## src/rtl/xnor_lfsr_pkg.sv

```systemverilog
package xnor_lfsr_pkg;

  // Second feedback tap (1-based bit number); the first tap is always the MSB.
  // Only widths 9 and 35 are supported with maximal-length cycles.
  function automatic int unsigned low_tap(input int unsigned width);
    case (width)
      9:       low_tap = 5;
      35:      low_tap = 33;
      default: low_tap = width - 1;
    endcase
  endfunction

  function automatic bit width_supported(input int unsigned width);
    width_supported = (width == 9) || (width == 35);
  endfunction

endpackage

```

## src/rtl/xnor_lfsr_fwd.sv

```systemverilog
// Forward next-state: shift toward the MSB, feed XNOR of the taps into bit 0.
module xnor_lfsr_fwd #(
  parameter int unsigned W   = 9,
  parameter int unsigned TAP = 5
) (
  input  logic [W-1:0] cur,
  output logic [W-1:0] nxt
);
  logic fb;

  always_comb begin
    fb  = ~(cur[W-1] ^ cur[TAP-1]);
    nxt = {cur[W-2:0], fb};
  end
endmodule

```

## src/rtl/xnor_lfsr_rev.sv

```systemverilog
// Reverse next-state: shift toward the LSB and rebuild the bit that the
// forward step dropped, using the taps as they sit after the forward shift.
module xnor_lfsr_rev #(
  parameter int unsigned W   = 9,
  parameter int unsigned TAP = 5
) (
  input  logic [W-1:0] cur,
  output logic [W-1:0] prv
);
  logic lost_msb;

  always_comb begin
    lost_msb = ~(cur[0] ^ cur[TAP]);
    prv      = {lost_msb, cur[W-1:1]};
  end
endmodule

```

## src/rtl/xnor_zero_detect.sv

```systemverilog
// Terminal-state detector: a single wide NOR.
module xnor_zero_detect #(
  parameter int unsigned W = 9
) (
  input  logic [W-1:0] vec,
  output logic         is_zero
);
  always_comb is_zero = ~|vec;
endmodule

```

## src/rtl/xnor_lfsr_timer.sv

```systemverilog
module xnor_lfsr_timer
  import xnor_lfsr_pkg::*;
#(
  parameter int unsigned WIDTH       = 9,
  parameter bit          HAS_REVERSE = 1'b1
) (
  input  logic             clk,
  input  logic             rst_n,
  input  logic [WIDTH-1:0] load_state,
  input  logic             enable,
  input  logic             reverse,
  output logic [WIDTH-1:0] state,
  output logic             done
);
  localparam int unsigned TAP = low_tap(WIDTH);

  logic [WIDTH-1:0] q;
  logic [WIDTH-1:0] q_fwd;
  logic [WIDTH-1:0] q_rev;
  logic             at_zero;
  logic             go_back;

  assign go_back = reverse & HAS_REVERSE;

  xnor_lfsr_fwd #(.W(WIDTH), .TAP(TAP)) u_fwd (
    .cur (q),
    .nxt (q_fwd)
  );

  generate
    if (HAS_REVERSE) begin : g_rev
      xnor_lfsr_rev #(.W(WIDTH), .TAP(TAP)) u_rev (
        .cur (q),
        .prv (q_rev)
      );
    end else begin : g_norev
      assign q_rev = q;
    end
  endgenerate

  xnor_zero_detect #(.W(WIDTH)) u_zero (
    .vec     (q),
    .is_zero (at_zero)
  );

  always_ff @(posedge clk) begin
    if (!rst_n) begin
      q <= load_state;
    end else if (enable) begin
      if (go_back)       q <= q_rev;
      else if (!at_zero) q <= q_fwd;
    end
  end

  assign state = q;
  assign done  = at_zero;
endmodule

```

## config.mk

```make
export PLATFORM = sky130hd
export DESIGN_NAME = xnor_lfsr_timer
export DESIGN_NICKNAME = d
export VERILOG_FILES = /design/src/rtl/xnor_lfsr_pkg.sv /design/src/rtl/xnor_lfsr_fwd.sv /design/src/rtl/xnor_lfsr_rev.sv /design/src/rtl/xnor_zero_detect.sv /design/src/rtl/xnor_lfsr_timer.sv
export SDC_FILE = /design/constraint.sdc
export NUM_CORES = 1
export LEC_CHECK = 0
export BUFFER_PORTS_ARGS = -buffer_cell sky130_fd_sc_hd__buf_2
export CORE_AREA = 2 2 39 41
export CTS_CLUSTER_DIAMETER = 100
export DETAILED_ROUTE_END_ITERATION = 10
export DIE_AREA = 0 0 41 43
export PLACE_DENSITY = 0.68
export SKIP_LAST_GASP = 1
export SLEW_MARGIN = 20
export SYNTH_ARGS = -nofsm -noshare
export SYNTH_HDL_FRONTEND = slang
export SYNTH_SLANG_ARGS = --single-unit
```

## constraint.sdc

```tcl
create_clock -name clk -period 4.23 [get_ports clk]
set_clock_uncertainty 0.1 [all_clocks]
set_input_delay 1.269 -clock clk [delete_from_list [all_inputs] [get_ports clk]]
set_output_delay 1.269 -clock clk [all_outputs]
set_load 0.05 [all_outputs]
```

Word-level counts from Yosys, hierarchy flattened --
Cells that the tools add are included.
Operators by class: $add $sub $neg 0, $mul 0, div/mod/pow operators 0, order comparisons 0, eq/ne operators 2, shift-type cells 0, multiplexer cells 4, bitwise logic cells 4, reductions and logical operators 3
Operators with widths (count):
- $mux 9 | 4
- $reduce_or 9->1 | 1
- $ne 3x1->1 const B | 1
- $ne 2x1->1 const B | 1
- $not 1->1 | 2
- $reduce_and 2->1 | 1
- $xor 1x1->1 | 2
- $logic_not 1->1 | 1
Word-level totals: register bits after elaboration 9, bits in latches 0, RAM bits 0, ROM bits 0, input port bits 13, output and inout bits 10, word-level logic and storage cells 14, memories kept 0

Longest topological paths before layout --
Gate-level depths: netlist (run 1).
word-level depth 6, gate-level depth with buffers 4, mapped depth without buffers 3

Hierarchy --
From an unflattened synthesis (run 1), not the netlist that was laid out.
Unflattened totals: cell total of the unflattened synthesis 65, area total of the unflattened synthesis 656.9 um2
By module, submodules not included:
- xnor_lfsr_timer | times used 1, cells each 42, area an instance 478.0 um2, seq. area each 270.3 um2
- xnor_lfsr_fwd | times used 1, cells each 10, area an instance 76.3 um2, seq. area each 0.0 um2
- xnor_lfsr_rev | times used 1, cells each 10, area an instance 76.3 um2, seq. area each 0.0 um2
- xnor_zero_detect | times used 1, cells each 3, area an instance 26.3 um2, seq. area each 0.0 um2

Worst setup path before layout (run 1) --
Ideal clock, no wire load.
kind register to output, start point reg q[5] (netlist: state[5]), end point out done, data arrival time 1.725 ns, data required time 2.861 ns, path slack 1.136 ns, stages on the path, launching flop included 3, path buffers 0, cells stage by stage edfxtp_1 or3_1 nor2_1
On the way: longest elaborated chain between the ends 2
RTL lines:
- start, declared | RTL line xnor_lfsr_timer.sv:17 | logic [WIDTH-1:0] q;
- start signal, assigned | RTL line xnor_lfsr_timer.sv:48 | q <= load_state;
- start signal, assigned | RTL line xnor_lfsr_timer.sv:50 | if (go_back) q <= q_rev;
- start signal, assigned | RTL line xnor_lfsr_timer.sv:51 | else if (!at_zero) q <= q_fwd;
- $reduce_or 9->1 | RTL line xnor_zero_detect.sv:8 | always_comb is_zero = ~|vec;
- $logic_not 1->1 | RTL line xnor_zero_detect.sv:8
- end, declared | RTL line xnor_lfsr_timer.sv:13 | output logic done
No other way between the ends.

Final worst setup path (run 1) --
Ends and elaborated chain as after synthesis.

==> impl_results.md, run 1 <==
- Starting Density: 0.377
- Clk Latency, worst-skew pair: 0.26 ns
- Core Util, Final: 0.479
- Max Clock Freq: around 0.35 GHz
- Share of cells above drive strength 1: 0.361
- Post-Syn Area: 522 sq um
- Row count: 14
- GRT Util Overall: 0.130
- Post-DRT Antenna Nets: 0
- DIE AREA: 1760 sq um
- Maxcap violations: 0
- Mean post-synth cell area: 10.6 sq um
- Final wirelength: 1.02 mm
- Commonest non-fill, non-tap cells in the layout: buf_2, nor2_1, mux2i_1, a21oi_1, edfxtp_1
- CTS H-tree lvls: 1
- WL/cell: between 10 and 15 microns
- CTS Buf Count: 3
- Synthesized instance count: 49
- Vias: 427
- Drt pass-1 iters: 4
- Period minus WS final: 2.84 ns
- Final period util: 0.671
- Endpoints failing hold: 0
- PortBufs: 22
- RSZ-0062 raised after global routing: false
- Maximum root-to-sink buffer count: 2
- Status: finished clean
- PnR Total Power: 0.265 mW
- Post-synthesis cell type count: 12
- Final Wtd Congestion: 0.660
- Critical path startpoint category: flop
- Inserted Diodes: 0
- Leak pwr: slightly below 0.3 nW
- Core area: 1380 sq um
- Pin count of the biggest net entering global routing: 21
- CTS tree: done
- Clock Sinks: 9
- Pre-CTS WS: 1.67 ns
- Number of global-route vias before repair: 394
- Seq cells post-synth: 9
- CP arrival: 1.47 ns
- Gates resized, CTS repair: 0
- Inst Count DP: 84
- Hold WC Path Type: reg -> reg
- Crit Path Class: reg -> out
- Initial antenna violation count: 0
- Critical Path End Type: output pin
- Layout fillers: 132
- Yosys Warn Count: 0
- # IOs: 23
- DRC viols: 0
- Die extent in x: just over 40 microns
- Commonest non-fill, non-tap cell in the layout: buf_2
- Reg clk slew, reported paths: about 0.06 ns
- Final setup vio count: 0
- Post-synth net total: 62
- Setup_tns: 0 ns
- Max rail drop VDD: around 0.00013 V
- CTS root buf: clkbuf_4
- Max Fanout on Critical Path: 5
- Final instance area: 663 sq um
- Die H: 43 microns
- Worst-Margin Slew: about 0.45 ns
- Layout area overhead: 27.1%
- Final cell count without fillers: 88
- Required time of the critical path: around 2.9 ns
- Fin worst setup slack: 1.39 ns
- Routed vias/inst: 4.85
- Max reg flops: 9
- First-pass GRT wire length: 1.51 mm
- Layout net count: 86
- Hold WS: 0.603 ns
- Sequential area share after synthesis: 0.518
- PD cells: 399 nW/um^2
- Post CTS Setup Buffer Count: 0
- Detailed Route Iter0 Violations: 5
- Hold-fix buffers at CTS: 0
- Global route overflow: 0
- Final slew viol count: 0
- Relative slew margins: 0.702
- Post-DP Area: 637 sq um
## synthesized netlist by cell type
master | instances | share of area
a21oi_1 | 9 | 0.086
buf_2 | 3 | 0.029
edfxtp_1 | 9 | 0.52
inv_1 | 1 | 0.0072
mux2i_1 | 9 | 0.17
nand2_1 | 1 | 0.0072
nand2b_1 | 1 | 0.012
nor2_1 | 11 | 0.079
nor4_2 | 1 | 0.024
o32a_1 | 1 | 0.019
or3_1 | 1 | 0.012
xnor2_1 | 2 | 0.034
## routing by layer
layer	up-vias	share of wire	wire [microns]	track usage
li1	224	-	-	-
met5	-	0	0	0
met3	3	0.053	54	0.0157
met2	16	0.50	503	0.213
met4	0	0.021	21	0.100
met1	184	0.43	435	0.141
## worst paths after layout
check	start	endpoint	slack [ns]	cells past startpoint
min reg2reg	state[2]	state[3]	0.60	2
min	state[2]	state[3]	0.60	2
max	state[5]	done	1.39	3
max reg2reg	state[5]	state[5]	2.46	2
## cell families after synthesis
logic type | Yosys count | share of synthesized area
and+or+nand+nor | 15 | 0.134
AOI/OAI and AO/OA | 10 | 0.106
muxes | 9 | 0.173
DFF | 9 | 0.518
buffers and inverters | 4 | 0.0360
xor gates and xnor gates | 2 | 0.0336
## layout make-up
class / count / area, sq um / area share
Tap cell: 16 / 20.0 / 0.0302
Inverter: 1 / 3.75 / 0.00566
Clock buffer: 4 / 26.3 / 0.0396
Timing Repair Buffer: 22 / 110 / 0.166
Sequential cell: 9 / 270 / 0.408
Multi-Input combinational cell: 36 / 233 / 0.351
## power by group
part           internal (mW)  switching, mW
sequential             0.111         0.0110
clock                 0.0363         0.0294
combinational         0.0239         0.0529
## worst max-delay path, cell delays in order, from the launching register on
cell and delay (ns):
edfxtp_1 0.46, or3_1 0.40, nor2_1 0.08, buf_2 0.26
Power figures use the tool's default switching activity.
==> run 2, diff against run 1 <==
Clock period 4.23 ns to 2.7 ns, I/O delays scaled along.
==> impl_results.md, run 2 (synthesis results as in run 1) <==
- Post CTS Setup Buffer Count: 0 (unchanged)
- Inst Count DP: 84 (unchanged)
- Hold-fix buffers at CTS: 0 (unchanged)
- Max rail drop VDD: 0.000205 V (was 0.000133 V)
- Hold WC Path Type: reg -> reg (unchanged)
- Critical path startpoint category: flop (unchanged)
- Die H: 43 microns (unchanged)
- Vias: 410 (was 427)
- # IOs: 23 (unchanged)
- Crit-path max cell delay: 0.46 ns (about the same)
- Top delay family on crit path: simple AND/OR/NAND/NOR gates (unchanged)
- RSZ-0062 raised after global routing: false (unchanged)
- Final setup vio count: 0 (unchanged)
- GRT Util Overall: 0.126 (was 0.130)
- Buf/Inv on CP: 1 (unchanged)
- Clk Latency, worst-skew pair: 0.25 ns (was 0.26 ns)
- Final instance area: 663 sq um (unchanged)
- Final cell count without fillers: 88 (unchanged)
- Endpoints failing hold: 0 (unchanged)
- DRC viols: 0 (unchanged)
- Post-DP Area: 637 sq um (unchanged)
- Required time of the critical path: 1.79 ns (was 2.86 ns)
- Pre-CTS WS: 0.603 ns (was 1.67 ns)
- Maximum root-to-sink buffer count: 2 (unchanged)
- CTS Buf Count: 3 (unchanged)
- Reg clk slew, reported paths: 0.06 ns (about the same)
- Multi-input logic area: 233 sq um (unchanged)
- Relative slew margins: 0.702 (about the same)
- CTS root buf: clkbuf_4 (unchanged)
- Clock Sinks: 9 (unchanged)
- Final period util: 0.877
- Worst-path cell chain: or3_1, nor2_1, buf_2 (unchanged)
- Initial antenna violation count: 0 (unchanged)
- CP arrival: 1.46 ns (was 1.47 ns)
- Max Clock Freq: 0.422 GHz
- Gates resized, CTS repair: 0 (unchanged)
- Detailed Route Iter0 Violations: 2 (was 5)
- Final wirelength: 967 microns (was 1.02 mm)
- Core Util, Final: 0.479 (unchanged)
- Starting Density: 0.377 (unchanged)
- Fin worst setup slack: 0.331 ns (was 1.39 ns)
- Crit Path Class: reg -> out (unchanged)
- PD cells: 620 nW/um^2 (was 399 nW/um^2)
- Max reg flops: 9 (unchanged)
- Commonest non-fill, non-tap cells in the layout: buf_2, nor2_1, mux2i_1, a21oi_1, edfxtp_1 (unchanged)
- Row count: 14 (unchanged)
- Pin count of the biggest net entering global routing: 21 (unchanged)
- Period minus WS final: 2.37 ns
- First-pass GRT wire length: 1.49 mm (was 1.51 mm)
- DIE AREA: 1760 sq um (unchanged)
- Layout fillers: 138 (was 132)
- Share of cells above drive strength 1: 0.361 (unchanged)
- Commonest non-fill, non-tap cell in the layout: buf_2 (unchanged)
- Critical Path End Type: output pin (unchanged)
- Global route overflow: 0 (unchanged)
- Layout net count: 86 (unchanged)
- Inserted Diodes: 0 (unchanged)
- Setup_tns: 0 ns (unchanged)
- Max Fanout on Critical Path: 5 (unchanged)
- WL/cell: 11.0 microns (was 11.5 microns)
- CTS tree: done (unchanged)
- Core area: 1380 sq um (unchanged)
- Final slew viol count: 0 (unchanged)
- Status: finished clean (unchanged)
- Crit-path slowest cell: edfxtp_1 (unchanged)
- PortBufs: 22 (unchanged)
- Drt pass-1 iters: 2 (was 4)
- Layout area overhead: 27.1% (unchanged)
- Routed vias/inst: 4.66 (was 4.85)
- CTS H-tree lvls: 1 (unchanged)
- Die extent in x: 41 microns (unchanged)
- Worst-Margin Slew: 0.446 ns (was 0.447 ns)
- Post-DRT Antenna Nets: 0 (unchanged)
- Maxcap violations: 0 (unchanged)
- FF+latch area: 270 sq um (unchanged)
- Leak pwr: 0.291 nW (unchanged)
- Number of global-route vias before repair: 393 (was 394)
- Final Wtd Congestion: 0.661 (was 0.660)
## run 2: worst min-delay path, stage by stage (launching register included)
cell	delay [ns]
edfxtp_1	0.37
mux2i_1	0.08
a21oi_1	0.13
## run 2: stage by stage
step                total power [mW]  hold slack [ns]
finish                         0.411            0.605
global route                   0.437            0.665
CTS                            0.416            0.603
detailed placement             0.315            0.590
global placement               0.314            0.585
floorplan                      0.284            0.904
## run 2: layout make-up
class	instances	area share
sequential	9	0.408
multi-input combinational	36	0.351
timing repair buffer	22	0.166
inverter	1	0.00566
tap	16	0.0302
clock buffer	4	0.0396
## run 2: final timing paths
| kind | cells after the start | to | start | slack (ns) |
|---|---|---|---|---|
| max | 3 | done | state[5] | 0.33 |
| min | 2 | state[3] | state[2] | 0.60 |
| max reg2reg | 2 | state[2] | state[5] | 0.93 |
| min reg2reg | 2 | state[3] | state[2] | 0.60 |
## run 2: metal layers
metal	vias up	routed length [microns]	GRT usage
li1	224	-	-
met1	175	423	0.145
met2	11	497	0.206
met3	0	46	0.0157
met4	0	0	0.0800
met5	-	0	0
## run 2: power by group
part           total (mW)  switching (mW)  leakage [nW]  internal (mW)
sequential          0.191          0.0170        0.0890          0.174
clock               0.100          0.0436        0.0150         0.0567
combinational       0.120          0.0824         0.187         0.0374
==> run 3, diff against run 2 <==
Settings changed: RECOVER_POWER from default to 25.
==> impl_results.md, run 3 (synthesis results as in run 1) <==
- Hold WC Path Type: reg -> reg (unchanged)
- Setup_tns: 0 ns (unchanged)
- CP arrival: 1.46 ns (about the same)
- Crit-path slowest cell: edfxtp_1 (unchanged)
- # IOs: 23 (unchanged)
- Die extent in x: 41 microns (unchanged)
- Hold-fix buffers at CTS: 0 (unchanged)
- Core area: 1380 sq um (unchanged)
- Reg clk slew, reported paths: 0.06 ns (about the same)
- Clk Latency, worst-skew pair: 0.25 ns (about the same)
- Initial antenna violation count: 0 (unchanged)
- GRT Util Overall: 0.126 (unchanged)
- Share of cells above drive strength 1: 0.347 (was 0.361)
- Max Fanout on Critical Path: 5 (unchanged)
- Pin count of the biggest net entering global routing: 21 (unchanged)
- Period minus WS final: 2.37 ns (unchanged)
- DIE AREA: 1760 sq um (unchanged)
- Final period util: 0.877 (unchanged)
- Inserted Diodes: 0 (unchanged)
- Status: finished clean (unchanged)
- Relative slew margins: 0.592 (was 0.702)
- Final setup vio count: 0 (unchanged)
- Worst Hold Endpoint: state[3] (unchanged)
- Flop2flop setup slack: 0.93 ns (about the same)
- CTS H-tree lvls: 1 (unchanged)
- Inst Count DP: 84 (unchanged)
- Critical Path End Type: output pin (unchanged)
- Layout net count: 86 (unchanged)
- PortBufs: 22 (unchanged)
- Required time of the critical path: 1.79 ns (about the same)
- Worst Hold Launch: state[2] (unchanged)
- Global route overflow: 0 (unchanged)
- Worst-Margin Slew: 0.611 ns (was 0.446 ns)
- Endpoints failing hold: 0 (unchanged)
- Commonest non-fill, non-tap cell in the layout: buf_2 (unchanged)
- Layout fillers: 138 (unchanged)
- DRC viols: 0 (unchanged)
- First-pass GRT wire length: 1.49 mm (unchanged)
- CTS tree: done (unchanged)
- Detailed Route Iter0 Violations: 2 (unchanged)
- PD cells: 621 nW/um^2 (was 620 nW/um^2)
- Final cell count without fillers: 88 (unchanged)
- Routed vias/inst: 4.66 (unchanged)
- Post CTS Setup Buffer Count: 0 (unchanged)
- Final wirelength: 966 microns (was 967 microns)
- Post-DRT Antenna Nets: 0 (unchanged)
- WL/cell: 11.0 microns (about the same)
- Row count: 14 (unchanged)
- Layout area overhead: 26.9% (was 27.1%)
- Starting Density: 0.377 (unchanged)
- Clock Sinks: 9 (unchanged)
- Commonest non-fill, non-tap cells in the layout: buf_2, nor2_1, mux2i_1, a21oi_1, edfxtp_1 (unchanged)
- Crit-path max cell delay: 0.46 ns (about the same)
- Gates resized, CTS repair: 0 (unchanged)
- Maximum root-to-sink buffer count: 2 (unchanged)
- Final Wtd Congestion: 0.661 (unchanged)
- Worst-path cell chain: or3_1, nor2_1, buf_2 (unchanged)
- Final slew viol count: 0 (unchanged)
- Hold depth: 2 (unchanged)
- Crit. Startpoint: state[5] (unchanged)
- Max reg flops: 9 (unchanged)
- Crit Path Class: reg -> out (unchanged)
- Number of global-route vias before repair: 393 (unchanged)
- Leak pwr: 0.289 nW (was 0.291 nW)
- Vias: 410 (unchanged)
- Maxcap violations: 0 (unchanged)
- Drt pass-1 iters: 2 (unchanged)
- Die H: 43 microns (unchanged)
- Hold WS: 0.605 ns (about the same)
- Critical path startpoint category: flop (unchanged)
- Max Clock Freq: 0.422 GHz (unchanged)
- Max rail drop VDD: 0.000205 V (about the same)
- Reg2reg start: state[5] (unchanged)
- RSZ-0062 raised after global routing: false (unchanged)
- Worst r2r path cells: 2 (unchanged)
- CTS root buf: clkbuf_4 (unchanged)
- R2r endpoint: state[2] (unchanged)
- CTS Buf Count: 3 (unchanged)
-- run 3: final cells by class --
cell class,count,area (sq um),area share
clock buffer,4,26.3,0.0397
inverter,1,3.75,0.00567
multi-input combinational,36,233,0.352
timing repair buffer,22,109,0.164
sequential,9,270,0.408
tap,16,20.0,0.0302
-- run 3: metal layers --
| metal | vias up | GRT usage | share of wire |
|---|---|---|---|
| met4 | 0 | 0.0800 | 0 |
| met3 | 0 | 0.0157 | 0.047 |
| met2 | 11 | 0.206 | 0.51 |
| met1 | 175 | 0.145 | 0.44 |
| met5 | - | 0 | 0 |
| li1 | 224 | - | - |
-- run 3: power by group --
part | switching [mW] | total [mW] | internal (mW) | leakage, nW
Combinational | 0.0823 | 0.120 | 0.0373 | 0.185
Clock | 0.0436 | 0.100 | 0.0567 | 0.0150
Sequential | 0.0170 | 0.191 | 0.174 | 0.0890
-- run 3: through the flow --
stage / setup WS [ns] / total power, mW / area, sq um / util
after global placement: 0.598 / 0.314 / 637 / 0.460
after detailed placement: 0.603 / 0.315 / 637 / 0.460
after CTS: 0.323 / 0.416 / 663 / 0.479
final: 0.331 / 0.411 / 662 / 0.478
after global routing: 0.213 / 0.437 / 662 / 0.478
after floorplan: 0.0651 / 0.284 / 522 / -
-- run 3: worst max path at each step --
| stage | to | cells past startpoint |
|---|---|---|
| after global routing | done | 4 |
| final | done | 3 |
| after detailed placement | done | 3 |
| after global placement | done | 4 |
| after CTS | done | 3 |
| after floorplan | done | 2 |
-- run 3: critical path: cells and delay by family (launching register included) --
family,cells,cell delay [ns]
AND/OR/NAND/NOR,2,0.48
flip-flops,1,0.46
buffers and inverters,1,0.26
